<file path="src/rtl/pps_catch_pkg.sv">
// Shared types and helpers for the PPS exchange catcher.
// Assumes characters arrive in direct convention, unmodified.
package pps_catch_pkg;

    typedef enum logic [3:0] {
        ST_OFF,      // inactive until next session start
        ST_TS,       // waiting for initial character
        ST_T0,       // format character
        ST_IFB,      // interface bytes of the current group
        ST_HIST,     // historical bytes
        ST_TCK,      // ATR check byte
        ST_REQ_HDR,  // request start byte
        ST_REQ_FMT,  // request format byte
        ST_REQ_OPT,  // request optional bytes
        ST_REQ_CHK,  // request check byte
        ST_RSP_HDR,  // response start byte
        ST_RSP_FMT,  // response format byte
        ST_RSP_OPT,  // response optional bytes
        ST_RSP_CHK   // response check byte
    } catch_st_t;

    localparam logic [7:0] TS_DIRECT = 8'h3B;
    localparam logic [7:0] PPS_START = 8'hFF;

    // Number of set bits in a nibble.
    function automatic logic [2:0] ones4(input logic [3:0] v);
        return 3'(v[0]) + 3'(v[1]) + 3'(v[2]) + 3'(v[3]);
    endfunction

    // State that follows the last interface byte of the ATR.
    function automatic catch_st_t after_ifc(input logic [3:0] k, input logic tck);
        if (k != 4'd0)
            return ST_HIST;
        else if (tck)
            return ST_TCK;
        else
            return ST_REQ_HDR;
    endfunction

endpackage

</file>
<file path="src/rtl/pps_rate_lut.sv">
// Rate-byte decoder: maps the Fi (high nibble) and Di (low nibble)
// indices of a PPS rate byte to a half-etu count F/(2*D).
// Assumes only power-of-two D values (indices 1..7) are supported,
// so the division is a right shift by the Di index.
module pps_rate_lut #(
    parameter int HETU_W = 12
) (
    input  logic [7:0]        rate_byte,
    output logic [HETU_W-1:0] hetu,
    output logic              rate_ok
);

    logic [HETU_W-1:0] f_clk;
    logic              f_ok;
    logic              d_ok;

    // Clock-rate factor lookup from the Fi index.
    always_comb begin
        f_ok  = 1'b1;
        f_clk = '0;
        case (rate_byte[7:4])
            4'd0, 4'd1: f_clk = HETU_W'(372);
            4'd2:       f_clk = HETU_W'(558);
            4'd3:       f_clk = HETU_W'(744);
            4'd4:       f_clk = HETU_W'(1116);
            4'd5:       f_clk = HETU_W'(1488);
            4'd6:       f_clk = HETU_W'(1860);
            4'd9:       f_clk = HETU_W'(512);
            4'd10:      f_clk = HETU_W'(768);
            4'd11:      f_clk = HETU_W'(1024);
            4'd12:      f_clk = HETU_W'(1536);
            4'd13:      f_clk = HETU_W'(2048);
            default:    f_ok  = 1'b0;
        endcase
    end

    // Divisor index must be a power-of-two entry, 1..7.
    assign d_ok    = (rate_byte[3] == 1'b0) && (rate_byte[2:0] != 3'd0);
    assign rate_ok = f_ok && d_ok;
    assign hetu    = f_clk >> rate_byte[2:0];

endmodule

</file>
<file path="src/rtl/pps_catch_fsm.sv">
// Real-time parser for ATR, PPS request and PPS response.
// Raises exch_done combinationally while the response check byte is
// presented, and keeps the response rate byte once seen.
// Assumes chr_valid is a one-cycle strobe per character and that
// sess_start takes priority over any character in the same cycle.
module pps_catch_fsm
    import pps_catch_pkg::*;
#(
    parameter int CNT_W = 4
) (
    input  logic       clk,
    input  logic       rst_n,
    input  logic       sess_start,
    input  logic       chr_valid,
    input  logic [7:0] chr_data,
    output logic       exch_done,
    output logic [7:0] rate_byte,
    output logic       rate_seen
);

    localparam logic [CNT_W-1:0] ONE = CNT_W'(1);

    catch_st_t        st_q, st_n;
    logic [CNT_W-1:0] left_q, left_n;
    logic             tdl_q, tdl_n;
    logic             tck_q, tck_n;
    logic [3:0]       hist_q, hist_n;
    logic [2:0]       rflg_q, rflg_n;
    logic [7:0]       rate_q, rate_n;
    logic             rseen_q, rseen_n;
    logic [3:0]       y_nib;
    logic [2:0]       y_cnt;
    logic [2:0]       opt_cnt;

    assign y_nib   = chr_data[7:4];
    assign y_cnt   = ones4(y_nib);
    assign opt_cnt = ones4({1'b0, chr_data[6:4]});

    // Next-state and field-capture logic for one received character.
    always_comb begin
        st_n      = st_q;
        left_n    = left_q;
        tdl_n     = tdl_q;
        tck_n     = tck_q;
        hist_n    = hist_q;
        rflg_n    = rflg_q;
        rate_n    = rate_q;
        rseen_n   = rseen_q;
        exch_done = 1'b0;
        if (sess_start) begin
            st_n    = ST_TS;
            tck_n   = 1'b0;
            rseen_n = 1'b0;
            rflg_n  = '0;
        end else if (chr_valid) begin
            case (st_q)
                ST_TS: st_n = (chr_data == TS_DIRECT) ? ST_T0 : ST_OFF;
                ST_T0: begin
                    hist_n = chr_data[3:0];
                    if (y_cnt != 3'd0) begin
                        left_n = CNT_W'(y_cnt);
                        tdl_n  = y_nib[3];
                        st_n   = ST_IFB;
                    end else begin
                        left_n = CNT_W'(chr_data[3:0]);
                        st_n   = after_ifc(chr_data[3:0], tck_q);
                    end
                end
                ST_IFB: begin
                    if (left_q != ONE) begin
                        left_n = left_q - ONE;
                    end else if (tdl_q) begin
                        // Last byte of the group is TD: open the next group.
                        tck_n = tck_q | (chr_data[3:0] != 4'd0);
                        if (y_cnt != 3'd0) begin
                            left_n = CNT_W'(y_cnt);
                            tdl_n  = y_nib[3];
                        end else begin
                            left_n = CNT_W'(hist_q);
                            st_n   = after_ifc(hist_q, tck_q | (chr_data[3:0] != 4'd0));
                        end
                    end else begin
                        left_n = CNT_W'(hist_q);
                        st_n   = after_ifc(hist_q, tck_q);
                    end
                end
                ST_HIST: begin
                    if (left_q != ONE)
                        left_n = left_q - ONE;
                    else
                        st_n = tck_q ? ST_TCK : ST_REQ_HDR;
                end
                ST_TCK:     st_n = ST_REQ_HDR;
                ST_REQ_HDR: st_n = (chr_data == PPS_START) ? ST_REQ_FMT : ST_OFF;
                ST_REQ_FMT: begin
                    left_n = CNT_W'(opt_cnt);
                    st_n   = (opt_cnt != 3'd0) ? ST_REQ_OPT : ST_REQ_CHK;
                end
                ST_REQ_OPT: begin
                    if (left_q != ONE)
                        left_n = left_q - ONE;
                    else
                        st_n = ST_REQ_CHK;
                end
                ST_REQ_CHK: st_n = ST_RSP_HDR;
                ST_RSP_HDR: st_n = (chr_data == PPS_START) ? ST_RSP_FMT : ST_OFF;
                ST_RSP_FMT: begin
                    rflg_n = chr_data[6:4];
                    left_n = CNT_W'(opt_cnt);
                    st_n   = (opt_cnt != 3'd0) ? ST_RSP_OPT : ST_RSP_CHK;
                end
                ST_RSP_OPT: begin
                    // The rate byte, when flagged, is the first optional byte.
                    if (rflg_q[0] && !rseen_q) begin
                        rate_n  = chr_data;
                        rseen_n = 1'b1;
                    end
                    if (left_q != ONE)
                        left_n = left_q - ONE;
                    else
                        st_n = ST_RSP_CHK;
                end
                ST_RSP_CHK: begin
                    exch_done = 1'b1;
                    st_n      = ST_OFF;
                end
                default: st_n = ST_OFF;
            endcase
        end
    end

    // State and capture registers.
    always_ff @(posedge clk) begin
        if (!rst_n) begin
            st_q    <= ST_OFF;
            left_q  <= '0;
            tdl_q   <= 1'b0;
            tck_q   <= 1'b0;
            hist_q  <= '0;
            rflg_q  <= '0;
            rate_q  <= '0;
            rseen_q <= 1'b0;
        end else begin
            st_q    <= st_n;
            left_q  <= left_n;
            tdl_q   <= tdl_n;
            tck_q   <= tck_n;
            hist_q  <= hist_n;
            rflg_q  <= rflg_n;
            rate_q  <= rate_n;
            rseen_q <= rseen_n;
        end
    end

    assign rate_byte = rate_q;
    assign rate_seen = rseen_q;

endmodule

</file>
<file path="src/rtl/pps_rate_tracker.sv">
// PPS exchange catcher top: follows a card session from reset and
// loads a new half-etu count into the line receiver on the cycle
// after the PPS response check byte of a valid exchange.
// Assumes a single clock, a one-cycle sess_start per reset rising
// edge, and one-cycle chr_valid strobes per character.
module pps_rate_tracker #(
    parameter int HETU_W   = 12,
    parameter int DEF_HETU = 186,
    parameter int CNT_W    = 4
) (
    input  logic              clk,
    input  logic              rst_n,
    input  logic              sess_start,
    input  logic              chr_valid,
    input  logic [7:0]        chr_data,
    output logic              hetu_load,
    output logic [HETU_W-1:0] hetu_val,
    output logic              chr_act
);

    localparam logic [HETU_W-1:0] HETU_RST = HETU_W'(DEF_HETU);

    logic              exch_done;
    logic [7:0]        rate_byte;
    logic              rate_seen;
    logic [HETU_W-1:0] lut_hetu;
    logic              lut_ok;

    pps_catch_fsm #(.CNT_W(CNT_W)) u_fsm (
        .clk       (clk),
        .rst_n     (rst_n),
        .sess_start(sess_start),
        .chr_valid (chr_valid),
        .chr_data  (chr_data),
        .exch_done (exch_done),
        .rate_byte (rate_byte),
        .rate_seen (rate_seen)
    );

    pps_rate_lut #(.HETU_W(HETU_W)) u_lut (
        .rate_byte(rate_byte),
        .hetu     (lut_hetu),
        .rate_ok  (lut_ok)
    );

    // Output stage: default reload on session start, rate load on completion.
    always_ff @(posedge clk) begin
        if (!rst_n) begin
            hetu_load <= 1'b0;
            chr_act   <= 1'b0;
            hetu_val  <= HETU_RST;
        end else begin
            hetu_load <= 1'b0;
            chr_act   <= 1'b0;
            if (sess_start) begin
                hetu_load <= 1'b1;
                hetu_val  <= HETU_RST;
            end else if (exch_done) begin
                chr_act <= 1'b1;
                if (rate_seen && lut_ok) begin
                    hetu_load <= 1'b1;
                    hetu_val  <= lut_hetu;
                end
            end
        end
    end

endmodule

</file>
<file path="config.mk">
export PLATFORM = sky130hd
export DESIGN_NAME = pps_rate_tracker
export DESIGN_NICKNAME = d
export VERILOG_FILES = /design/src/rtl/pps_catch_pkg.sv /design/src/rtl/pps_rate_lut.sv /design/src/rtl/pps_catch_fsm.sv /design/src/rtl/pps_rate_tracker.sv
export SDC_FILE = /design/constraint.sdc
export NUM_CORES = 1
export LEC_CHECK = 0
export BUFFER_PORTS_ARGS = -buffer_cell sky130_fd_sc_hd__buf_4
export CORE_MARGIN = 3
export CORE_UTILIZATION = 54
export DETAILED_ROUTE_END_ITERATION = 16
export MAX_ROUTING_LAYER = met4
export PLACE_DENSITY = 0.82
export SLEW_MARGIN = 25
export SYNTH_ARGS = -nofsm -noshare
export SYNTH_HDL_FRONTEND = slang
export SYNTH_SLANG_ARGS = --single-unit
</file>
<file path="constraint.sdc">
create_clock -name clk -period 2.65 [get_ports clk]
set_input_delay 0.53 -clock clk [delete_from_list [all_inputs] [get_ports clk]]
set_output_delay 0.53 -clock clk [all_outputs]
set_load 0.02 [all_outputs]
</file>
==> results.tsv, run 1 <==
metric	value	unit
layout-drive-gt1-share	18.9	%
yosysWarnings	0	
grt_max_degree	31	
holdWs	0.480	ns
cts_tree	yes	
firstDrtPassIters	5	
r2r_cells	7	
synth_flop_cell	dfxtp_1	
swShare	26.6	%
cap_violations	0	
yosys.area_share.simple	28.2	%
async_flop_share	0	%
die_height	80.2	um
cts_resized	0	
place_congestion	1.03	
muxShareOfSynthArea	2.69	%
skew	0.00939	ns
max_slew_margin	54.1	%
hold_end	u_fsm.hist_q[3]$_SDFFE_PN0P_	
first_global_vias	2937	
synth_top_family_by_area	compound AO/OA/AOI/OAI gates	
critical_path.slowest_cell	fa_1	
holdPathStages	2	
fmax	0.390	GHz
synth_seq_cells	38	
path_delay_family	adder cells	
hp-class	flip-flop to flip-flop	
rows	26	
htreeDepth	2	
clock_latency	0.29	ns
ir_drop	0.369	mV
ys_types	67	
ant_nets	0	
cts.clk_slew.worst_paths	0.08	ns
die-area	6440	um2
synth_cells	404	
slew_violations	0	
crit_fanout	4	
num_io_pins	26	
p_seq_share	51.1	%
powerDensity	328	nW/um2
cts_setup_buffers	0	
clockPowerShare	33.9	%
synth_edf_count	0	
drc	0	
synth_xor_area_share	1.18	%
rrSetupSlack	0.41	ns
avgViaCountPerCell	6.56	
reg2reg_to	hetu_val[4]$_SDFFE_PP1P_	
finish.net_count	452	
max_slew.worst_pin.slew	0.685	ns
antenna_found_initial	0	
crit_arrival	2.76	ns
synth_area	2980	um2
comb_power_share	15.0	%
yosys.area_share.adder	4.12	%
via_count	3305	
grt_setup_unrepaired	true	
slowest_delay	0.54	ns
cts_buffer_depth	2	
stdcell_count	504	
fp.dieW	80.2	um
cp.buffers_inverters	4	
fillers	477	
clkSinkCount	38	
first_iter_violations	487	
initial_utilization	57.2	%
gr-total-overflow	0	
crit_chain	buf_4, inv_1, fa_1, inv_1, ha_2, ha_4, o31ai_2, buf_4, a22oi_1, o221a_2, o41ai_1	
setup-violations-final	0	
worstSetupEndpointType	flip-flop	
dp.cells	497	
syn_avg_cell_area	7.36	um2
routedWlPerCell	17.6	um
p_sw	0.299	mW
synth_compound_area_share	30.8	%
wirelength	8.89	mm
hp-start	u_fsm.hist_q[3]$_SDFFE_PN0P_	
start_kind	primary input	
fin_crit	2.56	ns
syn_to_final_growth	15.3	%
critPathRequiredTime	2.84	ns
rr_startpoint	u_fsm.rate_byte[4]$_SDFFE_PN0P_	
coreArea	5200	um2
hold_viol	0	
hold_buffers	0	
grt_pass1_wl	14.6	mm
status	complete, no violations	
hpwl	6.52	mm
worstSetupPathType	primary input to flip-flop	
p_leak	1.29	nW
grt_usage	29.4	%
clock-root-buffer	clkbuf_8	
finalCritPeriodShare	96.7	%
cellInternalPower	0.826	mW
yosysSeqAreaShare	25.6	%
port_buffers	25	
cts_buffers	5	
diodes	0	
syn-num-nets	422	
[worst register-to-register path, cell delays in order (launching register included)]
cell and delay (ns):
dfxtp_1 0.67, buf_4 0.28, inv_1 0.13, nor2_1 0.16, a21oi_1 0.08, a221oi_1 0.51
mux2i_1 0.16, o21ai_0 0.18
[sequential cells by signal (all words and copies together), names as in the netlist]
name,count
u_fsm.hist_q,4
u_fsm.st_q,4
u_fsm.rate_byte,8
chr_act,1
hetu_load,1
u_fsm.tdl_q,1
u_fsm.rate_seen,1
u_fsm.rflg_q,1
u_fsm.left_q,4
u_fsm.tck_q,1
hetu_val,12
[power groups by stage]
| stage | sequential, mW | combinational [mW] | clock (mW) |
|---|---|---|---|
| final | 0.576 | 0.168 | 0.381 |
| after global placement | 0.588 | 0.162 | 0 |
| after floorplan | 0.587 | 0.0864 | 0 |
| after detailed placement | 0.589 | 0.164 | 0 |
| after global routing | 0.575 | 0.181 | 0.402 |
| after CTS | 0.575 | 0.166 | 0.383 |
[worst max-delay path by stage]
stage	from	end	slack, ns	cells after the start
3_3_place_gp	chr_data[4]	u_fsm.st_q[0]$_SDFFE_PN0P_	-0.12	12
5_1_grt	chr_data[4]	u_fsm.left_q[2]$_SDFFE_PN0P_	-0.001	12
6_report	chr_data[4]	u_fsm.left_q[0]$_SDFFE_PN0P_	0.09	11
3_5_place_dp	chr_data[4]	u_fsm.st_q[0]$_SDFFE_PN0P_	-0.20	12
2_1_floorplan	chr_data[4]	u_fsm.st_q[0]$_SDFFE_PN0P_	0.001	11
4_1_cts	chr_data[4]	u_fsm.st_q[0]$_SDFFE_PN0P_	0.1	12
[kinds of logic after synthesis]
| group | after synthesis |
|---|---|
| AND/OR/NAND/NOR | 160 |
| buffers and inverters | 49 |
| multiplexers | 8 |
| AO/OA/AOI/OAI | 135 |
| flip-flops | 38 |
| XOR/XNOR | 4 |
| adder cells (fa/ha/maj) | 10 |
[metrics by stage]
stage	setup TNS (ns)	util, %	cell area [um2]	setup slack (ns)	power, mW
after floorplan	0	-	3010	0.00117	0.674
after global placement	-0.482	64.4	3350	-0.123	0.750
after detailed placement	-1.10	64.4	3350	-0.205	0.753
after CTS	0	65.9	3430	0.0960	1.12
after global routing	-0.00149	65.9	3430	-0.00149	1.16
final	0	65.9	3430	0.0874	1.13
[metal layers]
metal | routed length [um] | GRT usage (%) | share of wire, % | up-vias
li1 | - | - | - | 1544
met1 | 3930 | 40.9 | 44 | 1554
met2 | 4030 | 43.3 | 45 | 189
met3 | 756 | 4.37 | 8.5 | 18
met4 | 170 | 10.5 | 1.9 | 0
met5 | 0 | - | 0 | -
[cells in the mapped netlist (3+ instances only)]
| cell type | number | area (um2) |
|---|---|---|
| nand4b_1 | 3 | 26.3 |
| o21ai_0 | 30 | 150 |
| ha_1 | 5 | 62.6 |
| dfxtp_1 | 38 | 761 |
| nand3_1 | 9 | 45.0 |
| and3_1 | 3 | 18.8 |
| nor2b_1 | 11 | 68.8 |
| a31oi_1 | 9 | 56.3 |
| maj3_1 | 4 | 40.0 |
| clkbuf_1 | 9 | 33.8 |
| a21boi_0 | 3 | 22.5 |
| nor2_1 | 49 | 184 |
| a41oi_1 | 3 | 26.3 |
| nand2b_1 | 13 | 81.3 |
| buf_2 | 17 | 85.1 |
| nand4_1 | 3 | 18.8 |
| buf_1 | 3 | 11.3 |
| o31ai_1 | 4 | 30.0 |
| xnor2_1 | 3 | 26.3 |
| o21a_1 | 3 | 22.5 |
| o211ai_1 | 5 | 37.5 |
| o221ai_1 | 5 | 43.8 |
| a21oi_1 | 28 | 140 |
| a211oi_1 | 9 | 67.6 |
| or3_1 | 6 | 37.5 |
| o31a_1 | 4 | 35.0 |
| a22oi_1 | 5 | 37.5 |
| mux2i_1 | 8 | 80.1 |
| nor4_1 | 6 | 37.5 |
| nand2_1 | 27 | 101 |
| o22ai_1 | 3 | 18.8 |
| inv_1 | 17 | 63.8 |
| a211o_1 | 3 | 26.3 |
| nor3_1 | 12 | 60.1 |
[layout make-up]
class	instances	area, um2	share of cell area, %
Clock buffer	5	68.8	2.01
Multi-Input combinational cell	317	2030	59.1
Tap cell	70	87.6	2.55
Inverter	17	63.8	1.86
Clock inverter	2	10.0	0.292
Timing Repair Buffer	55	413	12.0
Sequential cell	38	761	22.2
[cell usage in the layout (no fill, tap or decap), types with 4 or more instances in the layout]
master    count
o221ai_1      5
a211oi_1      9
nor3_1       11
inv_1        17
o31a_1        4
mux2i_1       8
nor4_1        6
clkbuf_8      5
a22oi_1       5
a21oi_1      28
or3_1         5
nand2b_1     13
buf_4        55
maj3_1        4
o21ai_0      30
dfxtp_1      38
nor2_1       49
o211ai_1      5
nand3_1       9
nand2_1      27
a31oi_1       9
nor2b_1      11
No activity file was read; power rests on OpenSTA's default activity.
==> run 2: changes to the inputs <==
==> constraint.sdc (replaced) <==
create_clock -name clk -period 2.65 [get_ports clk]
set_input_delay 0.6625 -clock clk [delete_from_list [all_inputs] [get_ports clk]]
set_output_delay 0.6625 -clock clk [all_outputs]
set_load 0.02 [all_outputs]
==> results.tsv, run 2 (synthesized netlist as in run 1, its figures left out) <==
metric	value	unit
routedWlPerCell	17.4	um
coreArea	5200	um2
fmax	0.379	GHz
htreeDepth	2	
largest_reg_flops	12	
startpoint	chr_data[5]	
firstDrtPassIters	7	
gr-total-overflow	0	
fin_crit	2.64	ns
setup-violations-final	0	
slowest_delay	0.56	ns
stdcell_count	506	
worstSetupPathType	primary input to flip-flop	
port_buffers	25	
cpMostUsedCell	nor2_1	
dp.cells	495	
critPathRequiredTime	2.81	ns
syn_to_final_growth	19.7	%
grt_setup_unrepaired	true	
rows	26	
r2r_cells	7	
max_slew_margin	48.8	%
num_io_pins	26	
p_leak	1.33	nW
rrSetupSlack	0.37	ns
antenna_found_initial	0	
place_congestion	1.00	
grt_pass1_wl	14.5	mm
cts.clk_slew.worst_paths	0.07	ns
ant_nets	0	
first_global_vias	2968	
regArea	761	um2
final_common_cell	buf_4	
pre_cts_slack	-0.377	ns
status	complete, no violations	
finalCritPeriodShare	99.5	%
start_kind	primary input	
ir_drop	0.490	mV
hold_viol	0	
layout_setup_ws	0.0130	ns
layout-drive-gt1-share	20.4	%
final_cell_mix	53 x buf_4, 49 x nor2_1, 38 x dfxtp_1	
hp-start	hetu_val[2]$_SDFFE_PP0P_	
finish.net_count	453	
cap_violations	0	
drc	0	
hpwl	6.48	mm
crit_fanout	5	
cp-endpoint	u_fsm.st_q[1]$_SDFFE_PP0P_	
fp.dieW	80.2	um
avgViaCountPerCell	6.49	
wirelength	8.79	mm
largest-register	hetu_val	
finish.utilization	68.4	%
powerDensity	382	nW/um2
grt_usage	28.9	%
tns	0	ns
rr_startpoint	u_fsm.rate_byte[4]$_SDFFE_PN0P_	
clock_latency	0.30	ns
dpl-instance-area	3360	um2
die-area	6440	um2
slew_violations	0	
finalPower	1.36	mW
via_count	3283	
multi_input_comb_area	2060	um2
skew	0.0140	ns
diodes	0	
critical_path.slowest_cell	fa_1	
hp-class	flip-flop to flip-flop	
clock-root-buffer	clkbuf_8	
die_height	80.2	um
max_slew.worst_pin.slew	0.767	ns
crit_chain	buf_8, inv_4, fa_1, inv_2, ha_4, ha_1, or3_4, a31oi_1, o21a_2, nor2_1, a21oi_1, nor2_1	
first_iter_violations	328	
reg2reg_to	hetu_val[3]$_SDFFE_PP1P_	
crit_arrival	2.80	ns
grt_max_degree	30	
cts_buffers	5	
hold_buffers	0	
cts_tree	yes	
fin_area	3560	um2
holdWs	0.476	ns
cts_buffer_depth	2	
worstSetupEndpointType	flip-flop	
fillers	424	
clkSinkCount	38	
initial_utilization	57.2	%
## run 2: cell types whose count changed in the layout (fill, tap and decap cells not counted), moves of 2 or more
cell,previous run,this run
clkinv_2,2,0
o21ai_0,30,28
bufinv_16,0,2
o21ai_1,0,2
inv_1,17,14
buf_4,55,53
## run 2: power breakdown
group          leakage, nW  switching (mW)  internal (mW)
clock network       0.0683           0.214          0.377
registers            0.307         0.00386          0.572
logic                0.954           0.103         0.0888
## run 2: area by class of cell
cell class / count / area share [%]
inverter: 17 / 2.07
sequential: 38 / 21.4
clock inverter: 3 / 1.93
multi-input combinational: 317 / 57.8
tap: 70 / 2.46
timing repair buffer: 56 / 12.5
clock buffer: 5 / 1.93
## run 2: worst min path at each step
stage                              endpoint  cells past startpoint
5_1_grt            hetu_val[2]$_SDFFE_PP0P_                      2
4_1_cts            hetu_val[2]$_SDFFE_PP0P_                      2
6_report           hetu_val[2]$_SDFFE_PP0P_                      2
2_1_floorplan  u_fsm.rate_seen$_SDFFE_PP0P_                      2
3_5_place_dp       hetu_val[4]$_SDFFE_PP1P_                      2
3_3_place_gp       hetu_val[2]$_SDFFE_PP0P_                      2
## run 2: metal layers
metal | GRT usage (%) | share of wire, % | up-vias
met2 | 46.4 | 47 | 177
met5 | - | 0 | -
met4 | 6.93 | 2.1 | 0
li1 | - | - | 1562
met3 | 4.82 | 8.2 | 23
met1 | 38.2 | 43 | 1521
## run 2: worst max-delay path: cells and delay by family
family	cells	cell delay (ns)
fa+ha+maj	3	1.00
compound gates	3	0.49
simple gates	3	0.47
buf+inv	3	0.17
## run 2: repair_timing
action,4_1_cts,5_1_grt
endpoints found under the hold margin,0,0
buffers inserted,0,3
setup endpoints to repair,4,7
cloned,0,0
resized for setup,4,4
pin swaps,1,6
==> run 3: changes to the inputs <==
- CORE_ASPECT_RATIO: default -> 1.75
==> results.tsv, run 3 (synthesized netlist as in run 1, its figures left out) <==
metric	value	unit
avgViaCountPerCell	6.35	
die-area	6470	um2
clock_latency	0.30	ns
fillers	467	
initial_utilization	56.2	%
finalPower	1.38	mW
via_count	3262	
holdWs	0.468	ns
slew_violations	0	
hold_viol	0	
ant_nets	0	
cts_buffers	5	
hp-start	hetu_val[2]$_SDFFE_PP0P_	
regArea	761	um2
firstDrtPassIters	5	
diodes	0	
finalCritPeriodShare	103	%
fin_crit	2.73	ns
failed_checks	setup timing	
start_kind	primary input	
fp.dieW	62.1	um
setup-violations-final	1	
finish.net_count	457	
final_cell_mix	58 x buf_4, 49 x nor2_1, 38 x dfxtp_1	
finish.utilization	68.3	%
worstSetupEndpointType	flip-flop	
htreeDepth	2	
comb_power_share	15.1	%
grt_usage	27.0	%
p_seq_share	41.8	%
status	finished with violations	
coreArea	5300	um2
fmax	0.366	GHz
crit_chain	buf_8, inv_8, fa_1, inv_2, ha_4, ha_4, o31ai_4, mux2i_1, o221ai_1, o31a_1, mux2i_1, nor2_1	
critical_path.slowest_cell	fa_1	
cap_violations	0	
p_leak	1.34	nW
startpoint	chr_data[6]	
grt_setup_unrepaired	true	
final_common_cell	buf_4	
syn_to_final_growth	21.6	%
crit_fanout	4	
place_congestion	1.05	
gr-total-overflow	0	
multi_input_comb_area	2090	um2
skew	0.00942	ns
stdcell_count	514	
first_global_vias	2927	
swShare	23.9	%
cts.clk_slew.worst_paths	0.08	ns
cts_tree	yes	
layout-drive-gt1-share	22.3	%
dp.cells	499	
clockPowerShare	43.1	%
cts_buffer_depth	2	
rows	35	
worstSetupPathType	primary input to flip-flop	
rrSetupSlack	0.40	ns
crit_arrival	2.90	ns
max_slew_margin	52.5	%
largest_reg_flops	12	
clkSinkCount	38	
rr_startpoint	u_fsm.rate_byte[4]$_SDFFE_PN0P_	
hold_buffers	0	
largest-register	hetu_val	
first_iter_violations	331	
tns	-0.0805	ns
cellInternalPower	1.05	mW
layout_setup_ws	-0.0805	ns
hp-class	flip-flop to flip-flop	
grt_pass1_wl	14.0	mm
grt_max_degree	31	
drc	0	
p_sw	0.329	mW
num_io_pins	26	
powerDensity	381	nW/um2
routedWlPerCell	17.6	um
critPathRequiredTime	2.82	ns
die_height	104	um
ir_drop	0.325	mV
max_slew.worst_pin.slew	0.712	ns
hpwl	6.43	mm
antenna_found_initial	0	
clock-root-buffer	clkbuf_8	
slowest_delay	0.56	ns
port_buffers	25	
wirelength	9.04	mm
==> run 3: final cells by class <==
type,count,share of cell area [%]
Sequential cell,38,21.0
Clock buffer,5,1.90
Multi-Input combinational cell,317,57.8
Timing Repair Buffer,60,12.8
Inverter,17,2.04
Clock inverter,3,1.90
Tap cell,74,2.56
==> run 3: worst paths after layout <==
path                                   to  depth (start not counted)
min              hetu_val[2]$_SDFFE_PP0P_                          2
max reg2reg      hetu_val[3]$_SDFFE_PP1P_                          6
min reg2reg      hetu_val[2]$_SDFFE_PP0P_                          2
max          u_fsm.left_q[2]$_SDFFE_PN0P_                         12
==> run 3: power by group through the flow <==
stage	registers (mW)	clock network [mW]	logic [mW]
floorplan	0.587	0	0.0930
global placement	0.589	0	0.171
detailed placement	0.589	0	0.173
CTS	0.576	0.597	0.184
global route	0.576	0.617	0.224
finish	0.576	0.593	0.208
==> run 3: metrics by stage <==
stage | area [um2] | setup slack [ns]
2_1_floorplan | 3020 | -0.0788
3_3_place_gp | 3360 | -0.336
3_5_place_dp | 3360 | -0.417
4_1_cts | 3540 | -0.0503
5_1_grt | 3620 | -0.243
6_report | 3620 | -0.0805
==> run 3: critical path, delay by kind of cell <==
family          cells  cell delay (ns)
buf+inv             3             0.18
compound gates      3             0.62
fa+ha+maj           3             0.97
mux                 2             0.43
simple gates        1             0.05
==> run 3: repair_timing <==
action,in CTS,in global routing
setup buffers,2,5
endpoints found under the setup margin,5,6
cloned,0,0
pin swaps,8,12
gates resized for setup,6,9
hold endpoints to repair,0,0
==> run 3: per-layer routing <==
| metal | up-vias | share of wire, % | global-route usage, % |
|---|---|---|---|
| met5 | - | 0 | - |
| met2 | 134 | 54 | 48.7 |
| met3 | 32 | 3.9 | 2.70 |
| li1 | 1561 | - | - |
| met1 | 1535 | 37 | 28.8 |
| met4 | 0 | 4.9 | 13.9 |
